===== config.mk =====
export PLATFORM = sky130hd
export DESIGN_NAME = vec_irq_arbiter
export DESIGN_NICKNAME = d
export VERILOG_FILES = /design/src/rtl/vec_irq_pkg.sv /design/src/rtl/vec_irq_ctrl.sv /design/src/rtl/vec_irq_datapath.sv /design/src/rtl/vec_irq_arbiter.sv
export SDC_FILE = /design/constraint.sdc
export NUM_CORES = 1
export LEC_CHECK = 0
export BUFFER_PORTS_ARGS = -buffer_cell sky130_fd_sc_hd__buf_2
export CAP_MARGIN = 20
export CORE_MARGIN = 4
export CORE_UTILIZATION = 30
export CTS_CLUSTER_DIAMETER = 80
export DETAILED_ROUTE_END_ITERATION = 10
export PLACE_DENSITY = 0.65
export RECOVER_POWER = 50
export SETUP_SLACK_MARGIN = 0.2
export SLEW_MARGIN = 30
export SYNTH_ARGS = -nofsm -noshare
export SYNTH_HDL_FRONTEND = slang
export SYNTH_SLANG_ARGS = --single-unit

===== constraint.sdc =====
create_clock -name clk -period 3.5 [get_ports clk]
set_input_delay 0.35 -clock clk [delete_from_list [all_inputs] [get_ports clk]]
set_output_delay 0.35 -clock clk [all_outputs]
set_load 0.05 [all_outputs]

===== src/rtl/vec_irq_pkg.sv =====
package vec_irq_pkg;
  localparam int LEVELS = 4;
  localparam int LVL_W  = 2;
  localparam int PRI_W  = 3;

  typedef enum logic {ST_IDLE, ST_GRANT} arb_state_e;

  // strobes from control to datapath
  typedef struct packed {
    logic             grantEn;
    logic [LVL_W-1:0] level;
    logic             capDev;
    logic             capSpur;
  } arb_ctl_t;

  function automatic logic [PRI_W-1:0] levelPri(input logic [LVL_W-1:0] code);
    return PRI_W'(4) + PRI_W'(code);
  endfunction
endpackage


===== src/rtl/vec_irq_ctrl.sv =====
module vec_irq_ctrl
  import vec_irq_pkg::*;
#(
  parameter int TIMEOUT = 16
) (
  input  logic              clk,
  input  logic              rstN,
  input  logic [PRI_W-1:0]  cpuPri,
  input  logic [LEVELS-1:0] levelReq,
  input  logic              answered,
  output arb_ctl_t          ctl
);
  localparam int TMR_W = (TIMEOUT > 1) ? $clog2(TIMEOUT) : 1;

  arb_state_e       state;
  logic [LVL_W-1:0] level;
  logic [TMR_W-1:0] timer;
  logic             found;
  logic [LVL_W-1:0] pickLvl;
  logic             timerDone;

  // highest level above processor priority
  always_comb begin
    found   = 1'b0;
    pickLvl = '0;
    for (int l = 0; l < LEVELS; l++) begin
      if (levelReq[l] && (levelPri(LVL_W'(l)) > cpuPri)) begin
        found   = 1'b1;
        pickLvl = LVL_W'(l);
      end
    end
  end

  assign timerDone   = (timer == TMR_W'(TIMEOUT - 1));
  assign ctl.grantEn = (state == ST_GRANT);
  assign ctl.level   = level;
  assign ctl.capDev  = ctl.grantEn & answered;
  assign ctl.capSpur = ctl.grantEn & ~answered & timerDone;

  always_ff @(posedge clk or negedge rstN) begin
    if (!rstN) begin
      state <= ST_IDLE;
      level <= '0;
      timer <= '0;
    end else begin
      case (state)
        ST_IDLE: if (found) begin
          state <= ST_GRANT;
          level <= pickLvl;
          timer <= '0;
        end
        ST_GRANT: begin
          if (ctl.capDev || ctl.capSpur) state <= ST_IDLE;
          else timer <= timer + 1'b1;
        end
        default: state <= ST_IDLE;
      endcase
    end
  end

  // a newly opened grant is on a level above the sampled priority
  p_eligible_r2: assert property (@(posedge clk) disable iff (!rstN)
    $rose(ctl.grantEn) |-> (levelPri(ctl.level) > $past(cpuPri)));

  // an unanswered, unexpired grant stays on the same level
  p_grant_held_r4: assert property (@(posedge clk) disable iff (!rstN)
    (ctl.grantEn && !ctl.capDev && !ctl.capSpur) |=> (ctl.grantEn && ctl.level == $past(ctl.level)));

  // the wait counter never passes the timeout
  p_timer_bound_r7: assert property (@(posedge clk) disable iff (!rstN)
    int'(timer) < TIMEOUT);
endmodule


===== src/rtl/vec_irq_datapath.sv =====
module vec_irq_datapath
  import vec_irq_pkg::*;
#(
  parameter int N        = 8,
  parameter int ADDR_W   = 16,
  parameter logic [ADDR_W-1:0] SPUR_VEC = 16'h0004
) (
  input  logic                clk,
  input  logic                rstN,
  input  arb_ctl_t            ctl,
  input  logic [N-1:0]        devReq,
  input  logic [N*LVL_W-1:0]  devLevel,
  input  logic [N-1:0]        devReady,
  input  logic [N*ADDR_W-1:0] devVector,
  output logic [LEVELS-1:0]   levelReq,
  output logic                answered,
  output logic [N-1:0]        grantOut,
  output logic                intValid,
  output logic                spurious,
  output logic [ADDR_W-1:0]   intVector
);
  logic [LEVELS-1:0][N-1:0] reqMat;
  logic [N-1:0]             onGranted;
  logic [N-1:0]             chainIn;
  logic [ADDR_W-1:0]        pickedVec;

  for (genvar lv = 0; lv < LEVELS; lv++) begin : g_level
    for (genvar d = 0; d < N; d++) begin : g_dev
      assign reqMat[lv][d] = devReq[d] && (devLevel[d*LVL_W +: LVL_W] == LVL_W'(lv));
    end
    assign levelReq[lv] = |reqMat[lv];
  end

  // serial grant chain: index 0 sits nearest the processor
  assign chainIn[0] = ctl.grantEn;
  for (genvar d = 0; d < N; d++) begin : g_chain
    assign onGranted[d] = devReq[d] && (devLevel[d*LVL_W +: LVL_W] == ctl.level);
    assign grantOut[d]  = chainIn[d] & onGranted[d];
    if (d < N - 1) begin : g_pass
      assign chainIn[d+1] = chainIn[d] & ~onGranted[d];
    end
  end

  assign answered = |(grantOut & devReady);

  always_comb begin
    pickedVec = '0;
    for (int i = 0; i < N; i++)
      if (grantOut[i]) pickedVec = pickedVec | devVector[i*ADDR_W +: ADDR_W];
  end

  always_ff @(posedge clk or negedge rstN) begin
    if (!rstN) begin
      intValid  <= 1'b0;
      spurious  <= 1'b0;
      intVector <= '0;
    end else begin
      intValid <= ctl.capDev;
      spurious <= ctl.capSpur;
      if (ctl.capDev)       intVector <= pickedVec;
      else if (ctl.capSpur) intVector <= SPUR_VEC;
    end
  end

  // at most one device holds the grant
  p_onehot_grant_r3: assert property (@(posedge clk) disable iff (!rstN)
    $onehot0(grantOut));

  // the capture pulse lasts one cycle
  p_valid_pulse_r5: assert property (@(posedge clk) disable iff (!rstN)
    intValid |=> !intValid);

  // the grant is gone once a result is reported
  p_grant_dropped_r5: assert property (@(posedge clk) disable iff (!rstN)
    (intValid || spurious) |-> (grantOut == '0));

  // a timeout and a capture never coincide
  p_spur_excl_r7: assert property (@(posedge clk) disable iff (!rstN)
    !(intValid && spurious));
endmodule


===== src/rtl/vec_irq_arbiter.sv =====
module vec_irq_arbiter
  import vec_irq_pkg::*;
#(
  parameter int N        = 8,
  parameter int ADDR_W   = 16,
  parameter int TIMEOUT  = 16,
  parameter logic [ADDR_W-1:0] SPUR_VEC = 16'h0004
) (
  input  logic                clk,
  input  logic                rstN,
  input  logic [2:0]          cpuPri,
  input  logic [N-1:0]        devReq,
  input  logic [2*N-1:0]      devLevel,
  input  logic [N-1:0]        devReady,
  input  logic [N*ADDR_W-1:0] devVector,
  output logic [N-1:0]        grantOut,
  output logic                busy,
  output logic                intValid,
  output logic                spurious,
  output logic [ADDR_W-1:0]   intVector,
  output logic [ADDR_W-1:0]   intPcAddr,
  output logic [ADDR_W-1:0]   intPswAddr
);
  arb_ctl_t          ctl;
  logic [LEVELS-1:0] levelReq;
  logic              answered;

  vec_irq_ctrl #(.TIMEOUT(TIMEOUT)) u_ctrl (
    .clk(clk), .rstN(rstN), .cpuPri(cpuPri),
    .levelReq(levelReq), .answered(answered), .ctl(ctl)
  );

  vec_irq_datapath #(.N(N), .ADDR_W(ADDR_W), .SPUR_VEC(SPUR_VEC)) u_dp (
    .clk(clk), .rstN(rstN), .ctl(ctl),
    .devReq(devReq), .devLevel(devLevel), .devReady(devReady), .devVector(devVector),
    .levelReq(levelReq), .answered(answered), .grantOut(grantOut),
    .intValid(intValid), .spurious(spurious), .intVector(intVector)
  );

  assign busy       = ctl.grantEn;
  assign intPcAddr  = intVector;
  assign intPswAddr = intVector + ADDR_W'(2);
endmodule


==> results of run 1 <==
-- sequential cells by signal, summed over array words and instances, names as in the netlist --
name	count
u_dp.intVector	16
u_ctrl.level	2
u_ctrl.state	1
u_ctrl.timer	4
u_dp.spurious	1
u_dp.intValid	1
-- power breakdown --
group	switching [mW]	total, mW	internal [mW]
registers	0.290	0.725	0.434
clock network	0.110	0.194	0.0838
logic	2.20	3.07	0.866
total	2.60	3.99	1.38
-- cell type report --
| cell class | instances | area (um2) | area share, % |
|---|---|---|---|
| multi-input cells | 274 | 1999 | 50.11 |
| repair buffers | 229 | 1124 | 28.16 |
| flip-flops and latches | 25 | 625.6 | 15.68 |
| well taps | 129 | 161.4 | 4.045 |
| clock buffers | 3 | 41.29 | 1.035 |
| inverters | 8 | 30.03 | 0.7526 |
| clock inverters | 1 | 8.758 | 0.2195 |
-- final timing paths --
check                                     to  cells past startpoint             from
setup / recovery                 grantOut[5]                      5  u_ctrl.level[1]
hold / removal                  u_ctrl.state                      1             rstN
setup reg to reg           u_dp.intVector[2]                      8  u_ctrl.level[1]
hold reg to reg              u_ctrl.timer[0]                      1  u_ctrl.timer[0]
max in group asynchronous  u_dp.intVector[5]                      1             rstN
min in group clk           u_dp.intVector[2]                      3    devVector[18]
-- worst register-to-register path, stage by stage (launching register included) --
cell       delay [ps]
dfrtp_1           650
xor2_2            210
nor3_1            290
nor2_1             70
a22oi_1           400
o2111ai_4         360
buf_4             300
nor3b_1           180
a41oi_1            70
-- stage by stage --
stage                     setup WS [ps]  cell area [um2]  power [mW]
after floorplan                   746.1             2920       3.279
after global routing              335.0             3990       4.235
after detailed placement          674.9             3966       3.818
after global placement            787.6             3966       3.780
after CTS                         536.5             4016       4.021
final                             535.8             3990       3.985
-- metal layers --
metal  track usage, %  vias up  part of all wire (%)
li1                 -     1730                     -
met1            29.21     1730                    43
met2            34.85      177                    48
met3            2.348       26                   6.7
met4            6.484        0                   2.7
met5                0        -                     0
-- cell usage in the layout, fill, tap and decap left out, types with 16 or more instances in the layout --
cell type  instances
a222oi_1          16
xnor2_1           23
a22oi_1           32
buf_2            193
dfrtp_1           25
nand2_1           24
clkbuf_1          30
a21oi_1           17
a22o_1            16
and4_1            17
nor2_1            27
-- kinds of logic (layout without fill, tap and decap cells) --
| kind of cell | after synthesis | in the layout | synth area share [%] |
|---|---|---|---|
| and+or+nand+nor | 128 | 128 | 26.44 |
| AOI/OAI and AO/OA | 113 | 113 | 30.59 |
| buffers and inverters | 43 | 241 | 10.80 |
| xor gates and xnor gates | 29 | 29 | 9.211 |
| DFF | 25 | 25 | 21.42 |
| adders and majority gates | 2 | 2 | 0.8568 |
| muxes | 2 | 2 | 0.6855 |
==> results.cfg, run 1 <==
[timing]
finClkSkew_ps = 1.660
fmaxAchievable_mhz = 337.4
setup_tns_ps = 0
layout_min_cycle_time_ps = 2964
tightest_slew_ps = 1392
slew_violations = 0
fin_worst_hold_slack_ps = 364.9
rsz0062_at_grt = false
setup-violations-final = 0
final_hold_viol_count = 0
relSlewSlack_pct = 7.170
timing.final.crit_share_pct = 84.69

[routing]
drtPass1Iterations = 11
detail-route-antenna-nets = 0
wire_per_inst_um = 19.24
dr_total_vias = 3663
post-route-drc-count = 1
drt-total-wl_um = 12870
routed_via_density = 5.475
drt_first_iter_violations = 305

[clock_tree]
clkTransAtPathRegs_ps = 100
clock_tree.root_cell = clkbuf_8
clockBufferDepth = 2
post_cts_resized = 0
post_cts.repair.setup_buffers = 0
clkLatencyLatePin_ps = 280
total_of_hold_buffers_inserted_after_clock_tree_synthesis = 0
cts.htree.levels = 1
tritoncts = done
cts_sinks = 25
cts_made_buffers = 3

[setup_path]
timing.critical_path.slowest_cell_delay_ps = 650
critical_path.cell_chain = xor2_2 -> o31ai_4 -> nor2b_2 -> and3_1 -> buf_2
setup.worst_path.end_class = output port
cp_data_arrival_time_ps = 2610
crit_fanout = 17
critical_path_class = flip-flop to output port
regToRegSetupSlack_ps = 820
crit_family = simple AND/OR/NAND/NOR gates
start_kind = flip-flop
critical_path_required_ps = 3150
worst_path_max_delay_cell = dfrtp_1
critical_path_buf_inv_count = 1

[synthesis]
edff_count_synth = 0
synth.most_common_cell = a22oi_1
async_flop_share_pct = 100.0
yosys_most_used_dff = dfrtp_1
synthCells = 342
yosysWarningCount = 0
synth-seq-area-share_pct = 21.42
synth.largest_area_cell = dfrtp_1
netlist_top_cells_count = a22oi_1, nor2_1, dfrtp_1
synth_cell_types = 55
post_synth.cell_area_avg_um2 = 8.539
synth.ff_latch_count = 25
post_synth_main_area_contributors = dfrtp_1, a22oi_1, xnor2_1, a222oi_1, and4_1
net_count_after_synthesis = 509
synthDominantCellAreaShare_pct = 21.42
mapped_area_um2 = 2920

[power]
power-per-cell-area_nw_per_um2 = 998.8
peakVddDrop_uv = 603.0
leakage_nw = 1.817

[final_layout]
final_layout_size_suffix_gt1_share_pct = 41.48
layout.nets = 708
final_cells = 669
layout.filler_cells = 1011
flow.area_growth_from_synthesis_pct = 36.63
final_util_pct = 42.58
antenna_cells_inserted = 0

[place]
place.detailed.hpwl_um = 10630
port-buffer-count = 223
placedCellCount = 665
routabilityCongestion = 0.8810

[floorplan]
core_area_um2 = 9371
initial_core_utilization_pct = 31.16
die_w_um = 106.7
design.portCount = 224
placementRows = 35
die-height_um = 106.7
die_area_um2 = 11380

[grt]
grt_antenna_before_repair = 0
grt_total_ovfl = 0
grt_pass1_wl_um = 19060
number_of_global_route_vias_before_repair = 3517
global_router_s_overall_resource_usage_pct = 21.21
largest_net_degree_at_the_start_of_global_routing = 26

[run]
max_cap_viol_count = 0

[run_status]
status = finished with violations
violations = design-rule violations

[min_path]
min_path_type = input pin to asynchronous set/reset pin
(Power assumes the default switching activity.)
==> inputs of run 2 (changes only) <==
--- a/config.mk
+++ b/config.mk
@@ -11,7 +11,7 @@
 export CORE_UTILIZATION = 30
 export CTS_CLUSTER_DIAMETER = 80
 export DETAILED_ROUTE_END_ITERATION = 10
-export PLACE_DENSITY = 0.65
+export PLACE_DENSITY = 0.68
 export RECOVER_POWER = 50
 export SETUP_SLACK_MARGIN = 0.2
 export SLEW_MARGIN = 30
==> constraint.sdc (replaced) <==
create_clock -name clk -period 2.6 [get_ports clk]
set_input_delay 0.26 -clock clk [delete_from_list [all_inputs] [get_ports clk]]
set_output_delay 0.26 -clock clk [all_outputs]
set_load 0.05 [all_outputs]
==> results.cfg, run 2 (synthesized netlist as in run 1, its figures left out) <==
[run_status]
status = complete, no violations

[setup_path]
r2r_end = u_dp.intVector[4]
cp_data_arrival_time_ps = 2510
critical_path_required_ps = 2770
setup.worst_path.end_class = flip-flop
timing.reg2reg.worst_path_depth = 8
crit_fanout = 9
critical_path.cell_chain = xor2_4 -> o31ai_4 -> nand2b_4 -> nor2_4 -> buf_4 -> a222oi_1 -> and4_2 -> nor2_1
critical_path_class = flip-flop to flip-flop
rr_startpoint = u_ctrl.level[0]
start_kind = flip-flop
regToRegSetupSlack_ps = 260
worst_path_max_delay_cell = dfrtp_2
timing.critical_path.slowest_cell_delay_ps = 510

[timing]
relSlewSlack_pct = 9.058
rsz0062_at_grt = true
setup_tns_ps = 0
layout_min_cycle_time_ps = 2339
setup_ws_post_layout_ps = 260.5
setup-violations-final = 0
finClkSkew_ps = 2.793
fin_worst_hold_slack_ps = 373.3
timing.final.crit_share_pct = 89.98
final_hold_viol_count = 0
slew_violations = 0
fmaxAchievable_mhz = 427.4
tightest_slew_ps = 1364

[final_layout]
final_layout_size_suffix_gt1_share_pct = 46.88
largest_register = u_dp.intVector
layout.nets = 729
final_cells = 691
most-common-layout-cells = buf_2, a22oi_1, clkbuf_1
largest_registers = u_dp.intVector (16), u_ctrl.timer (4), u_ctrl.level (2)
largest_register_ff_count = 16
mostFrequentLayoutCell = buf_2
flow.area_growth_from_synthesis_pct = 47.99

[clock_tree]
cts_sinks = 25
clkTransAtPathRegs_ps = 90
cts_made_buffers = 3
clockBufferDepth = 2
clkLatencyLatePin_ps = 270
cts.htree.levels = 1
tritoncts = done
clock_tree.root_cell = clkbuf_8

[run]
max_cap_viol_count = 0

[power]
fin_total_pwr_mw = 5.774
leakage_nw = 1.963
power-per-cell-area_nw_per_um2 = 1336
peakVddDrop_uv = 878.5

[grt]
grt_total_ovfl = 0
grt_antenna_before_repair = 2
global_router_s_overall_resource_usage_pct = 23.65
largest_net_degree_at_the_start_of_global_routing = 26
grt_pass1_wl_um = 20840
number_of_global_route_vias_before_repair = 3693

[floorplan]
design.portCount = 224
die_w_um = 106.7
placementRows = 35
die-height_um = 106.7
die_area_um2 = 11380
initial_core_utilization_pct = 31.16
core_area_um2 = 9371

[routing]
drt-total-wl_um = 14200
dr_total_vias = 3840
routed_via_density = 5.557
wire_per_inst_um = 20.55
drt_first_iter_violations = 380
drtPass1Iterations = 7
detail-route-antenna-nets = 0
post-route-drc-count = 0

[place]
port-buffer-count = 223
place.detailed.hpwl_um = 11280
placedCellCount = 670
setup_ws_pre_cts_ps = 151.2
routabilityCongestion = 0.8889

[min_path]
worstHoldPathCells = 3
min_path_type = input pin to flip-flop
min_to = u_dp.intVector[2]
worstHoldStart = devVector[2]
run 2: changes by cell type in the layout (fill, tap and decap cells not counted), sizes merged:
cell         delta
diode           +1
inv             -1
clkbuf          +4
buf            +17
dlygate4sd3     +1
run 2: how the worst max path moves through the flow:
stage | from | end
after floorplan | u_dp.intVector[3] | intPswAddr[13]
after global placement | u_ctrl.level[1] | u_dp.intVector[13]
after detailed placement | u_ctrl.level[1] | u_dp.intVector[4]
after CTS | u_ctrl.level[1] | grantOut[3]
after global routing | u_ctrl.level[0] | grantOut[5]
final | u_ctrl.level[0] | u_dp.intVector[4]
run 2: timing repair:
action                     4_1_cts  5_1_grt
gates resized for setup          8       29
hold endpoints to repair        25        0
gates cloned                     0        1
buffers inserted                 6        8
pin swaps                        3        8
setup endpoints to repair       12       20
hold buffers                     1        0
run 2: final cells by class:
| class | instances | area (um2) |
|---|---|---|
| timing repair buffer | 250 | 1325 |
| antenna | 1 | 2.502 |
| inverter | 8 | 30.03 |
| clock buffer | 4 | 45.04 |
| sequential | 25 | 631.9 |
| fill | 1033 | 5050 |
| tap | 129 | 161.4 |
| multi-input combinational | 274 | 2126 |
run 2: critical path: cells and delay by family, from the launching register on:
family                    cells  cell delay (ps)
buffers and inverters         1              170
DFF                           1              510
xor gates and xnor gates      1              230
and+or+nand+nor               4              720
AOI/OAI and AO/OA             2              600
run 2: stage by stage:
| stage | area, um2 | util (%) |
|---|---|---|
| after global placement | 4079 | 43.52 |
| after CTS | 4199 | 44.81 |
| after global routing | 4322 | 46.11 |
| after detailed placement | 4079 | 43.52 |
| final | 4322 | 46.11 |
| after floorplan | 2995 | - |
run 2: routing by layer:
layer  up-vias  track usage, %  share of wire (%)
met3        20           4.034                8.7
met2       197           37.46                 48
met4         2           5.845                1.5
met1      1852           33.44                 42
li1       1769               -                  -
met5         -               0              0.092
run 2: power breakdown:
group | internal (mW) | switching [mW]
combinational | 1.43 | 3.14
sequential | 0.593 | 0.368
clock | 0.110 | 0.126
==> inputs of run 3 (changes only) <==
--- a/config.mk
+++ b/config.mk
@@ -9,9 +9,10 @@
 export CAP_MARGIN = 20
 export CORE_MARGIN = 4
 export CORE_UTILIZATION = 30
+export CTS_BUF_LIST = sky130_fd_sc_hd__clkbuf_2
 export CTS_CLUSTER_DIAMETER = 80
 export DETAILED_ROUTE_END_ITERATION = 10
-export PLACE_DENSITY = 0.68
+export PLACE_DENSITY_LB_ADDON = 0.3
 export RECOVER_POWER = 50
 export SETUP_SLACK_MARGIN = 0.2
 export SLEW_MARGIN = 30
==> results.cfg, run 3 (synthesized netlist as in run 1, its figures left out) <==
[grt]
grt_pass1_wl_um = 19230
global_router_s_overall_resource_usage_pct = 21.37
largest_net_degree_at_the_start_of_global_routing = 35
grt_antenna_before_repair = 3
number_of_global_route_vias_before_repair = 3510
grt_total_ovfl = 0

[timing]
final_hold_viol_count = 0
layout_min_cycle_time_ps = 2412
fin_worst_hold_slack_ps = 231.3
finClkSkew_ps = 18.71
slew_violations = 0
timing.final.crit_share_pct = 92.78
relSlewSlack_pct = 4.255
setup_tns_ps = 0
tightest_slew_ps = 1436
setup_ws_post_layout_ps = 187.6
rsz0062_at_grt = true
fmaxAchievable_mhz = 414.5
setup-violations-final = 0

[routing]
dr_total_vias = 3834
drtPass1Iterations = 6
wire_per_inst_um = 19.05
routed_via_density = 5.377
post-route-drc-count = 0
detail-route-antenna-nets = 0
drt-total-wl_um = 13580
drt_first_iter_violations = 374

[floorplan]
initial_core_utilization_pct = 31.16
design.portCount = 224
core_area_um2 = 9371
die-height_um = 106.7
placementRows = 35
die_area_um2 = 11380
die_w_um = 106.7

[power]
leakage_nw = 2.091
peakVddDrop_uv = 932.5
power-per-cell-area_nw_per_um2 = 1300
fin_total_pwr_mw = 5.973

[setup_path]
critical_path_class = flip-flop to output port
crit_fanout = 4
start_kind = flip-flop
regToRegSetupSlack_ps = 260
setup.worst_path.end_class = output port
cp_data_arrival_time_ps = 2150
critical_path_required_ps = 2340

[place]
placedCellCount = 669
routabilityCongestion = 0.9205
setup_ws_pre_cts_ps = 256.3
placed_instance_area_um2 = 4084
place.detailed.hpwl_um = 10440
port-buffer-count = 223

[final_layout]
largest_register = u_dp.intVector
final_cells = 713
flow.area_growth_from_synthesis_pct = 57.28
mostFrequentLayoutCell = buf_2
layout.filler_cells = 982
finalInstanceArea_um2 = 4593
final_util_pct = 49.01
final_layout_size_suffix_gt1_share_pct = 50.43
layout.nets = 749
largest_register_ff_count = 16
largest_registers = u_dp.intVector (16), u_ctrl.timer (4), u_ctrl.level (2)
most-common-layout-cells = buf_2, buf_4, a22oi_1

[clock_tree]
cts_made_buffers = 3
clockBufferDepth = 2
cts.htree.levels = 1
cts_sinks = 25
clock_tree.root_cell = clkbuf_2
tritoncts = done
clkLatencyLatePin_ps = 370
clkTransAtPathRegs_ps = 270

[run_status]
status = complete, no violations

[run]
max_cap_viol_count = 0

[min_path]
min_path_type = input pin to flip-flop
[run 3: final timing paths]
check	to	cells after the start	from
setup / recovery	grantOut[6]	7	u_ctrl.level[1]
hold / removal	u_dp.intVector[2]	3	devVector[2]
setup reg to reg	u_dp.intVector[11]	9	u_ctrl.level[0]
hold reg to reg	u_ctrl.timer[0]	1	u_ctrl.timer[0]
max in group asynchronous	u_ctrl.level[0]	2	rstN
min in group asynchronous	u_dp.intVector[8]	2	rstN
[run 3: critical path, stage by stage, from the launching register on]
cell	delay [ps]
dfrtp_2	510
buf_6	150
buf_6	110
xnor2_2	120
and3_4	170
nor4_4	350
and3_4	260
buf_8	140
[run 3: power by group]
| part | switching (mW) | internal [mW] | total, mW |
|---|---|---|---|
| clock network | 0.129 | 0.0357 | 0.165 |
| registers | 0.323 | 0.592 | 0.915 |
| logic | 3.22 | 1.67 | 4.89 |
| total | 3.68 | 2.30 | 5.97 |
[run 3: final cells by class]
class / instances / area (um2) / area share (%)
multi-input cells: 275 / 2187 / 47.62
repair buffers: 269 / 1553 / 33.81
flip-flops and latches: 25 / 631.9 / 13.76
well taps: 129 / 161.4 / 3.514
inverters: 8 / 30.03 / 0.6538
clock buffers: 3 / 15.01 / 0.3269
clock inverters: 1 / 7.507 / 0.1634
diodes: 3 / 7.507 / 0.1634
[run 3: routing by layer]
metal / global-route usage (%) / wire (um) / up-vias
met5: 0 / 0 / -
met1: 30.33 / 5701 / 1807
met4: 6.849 / 286 / 0
met3: 2.649 / 1063 / 16
met2: 33.68 / 6528 / 202
li1: - / - / 1809
[run 3: what timing repair did]
action | CTS | global route
pin swaps | 6 | 11
endpoints found under the hold margin | 25 | 0
gates resized for setup | 27 | 33
setup buffers | 10 | 25
hold buffers | 1 | 0
setup endpoints to repair | 12 | 15
cloned | 0 | 1
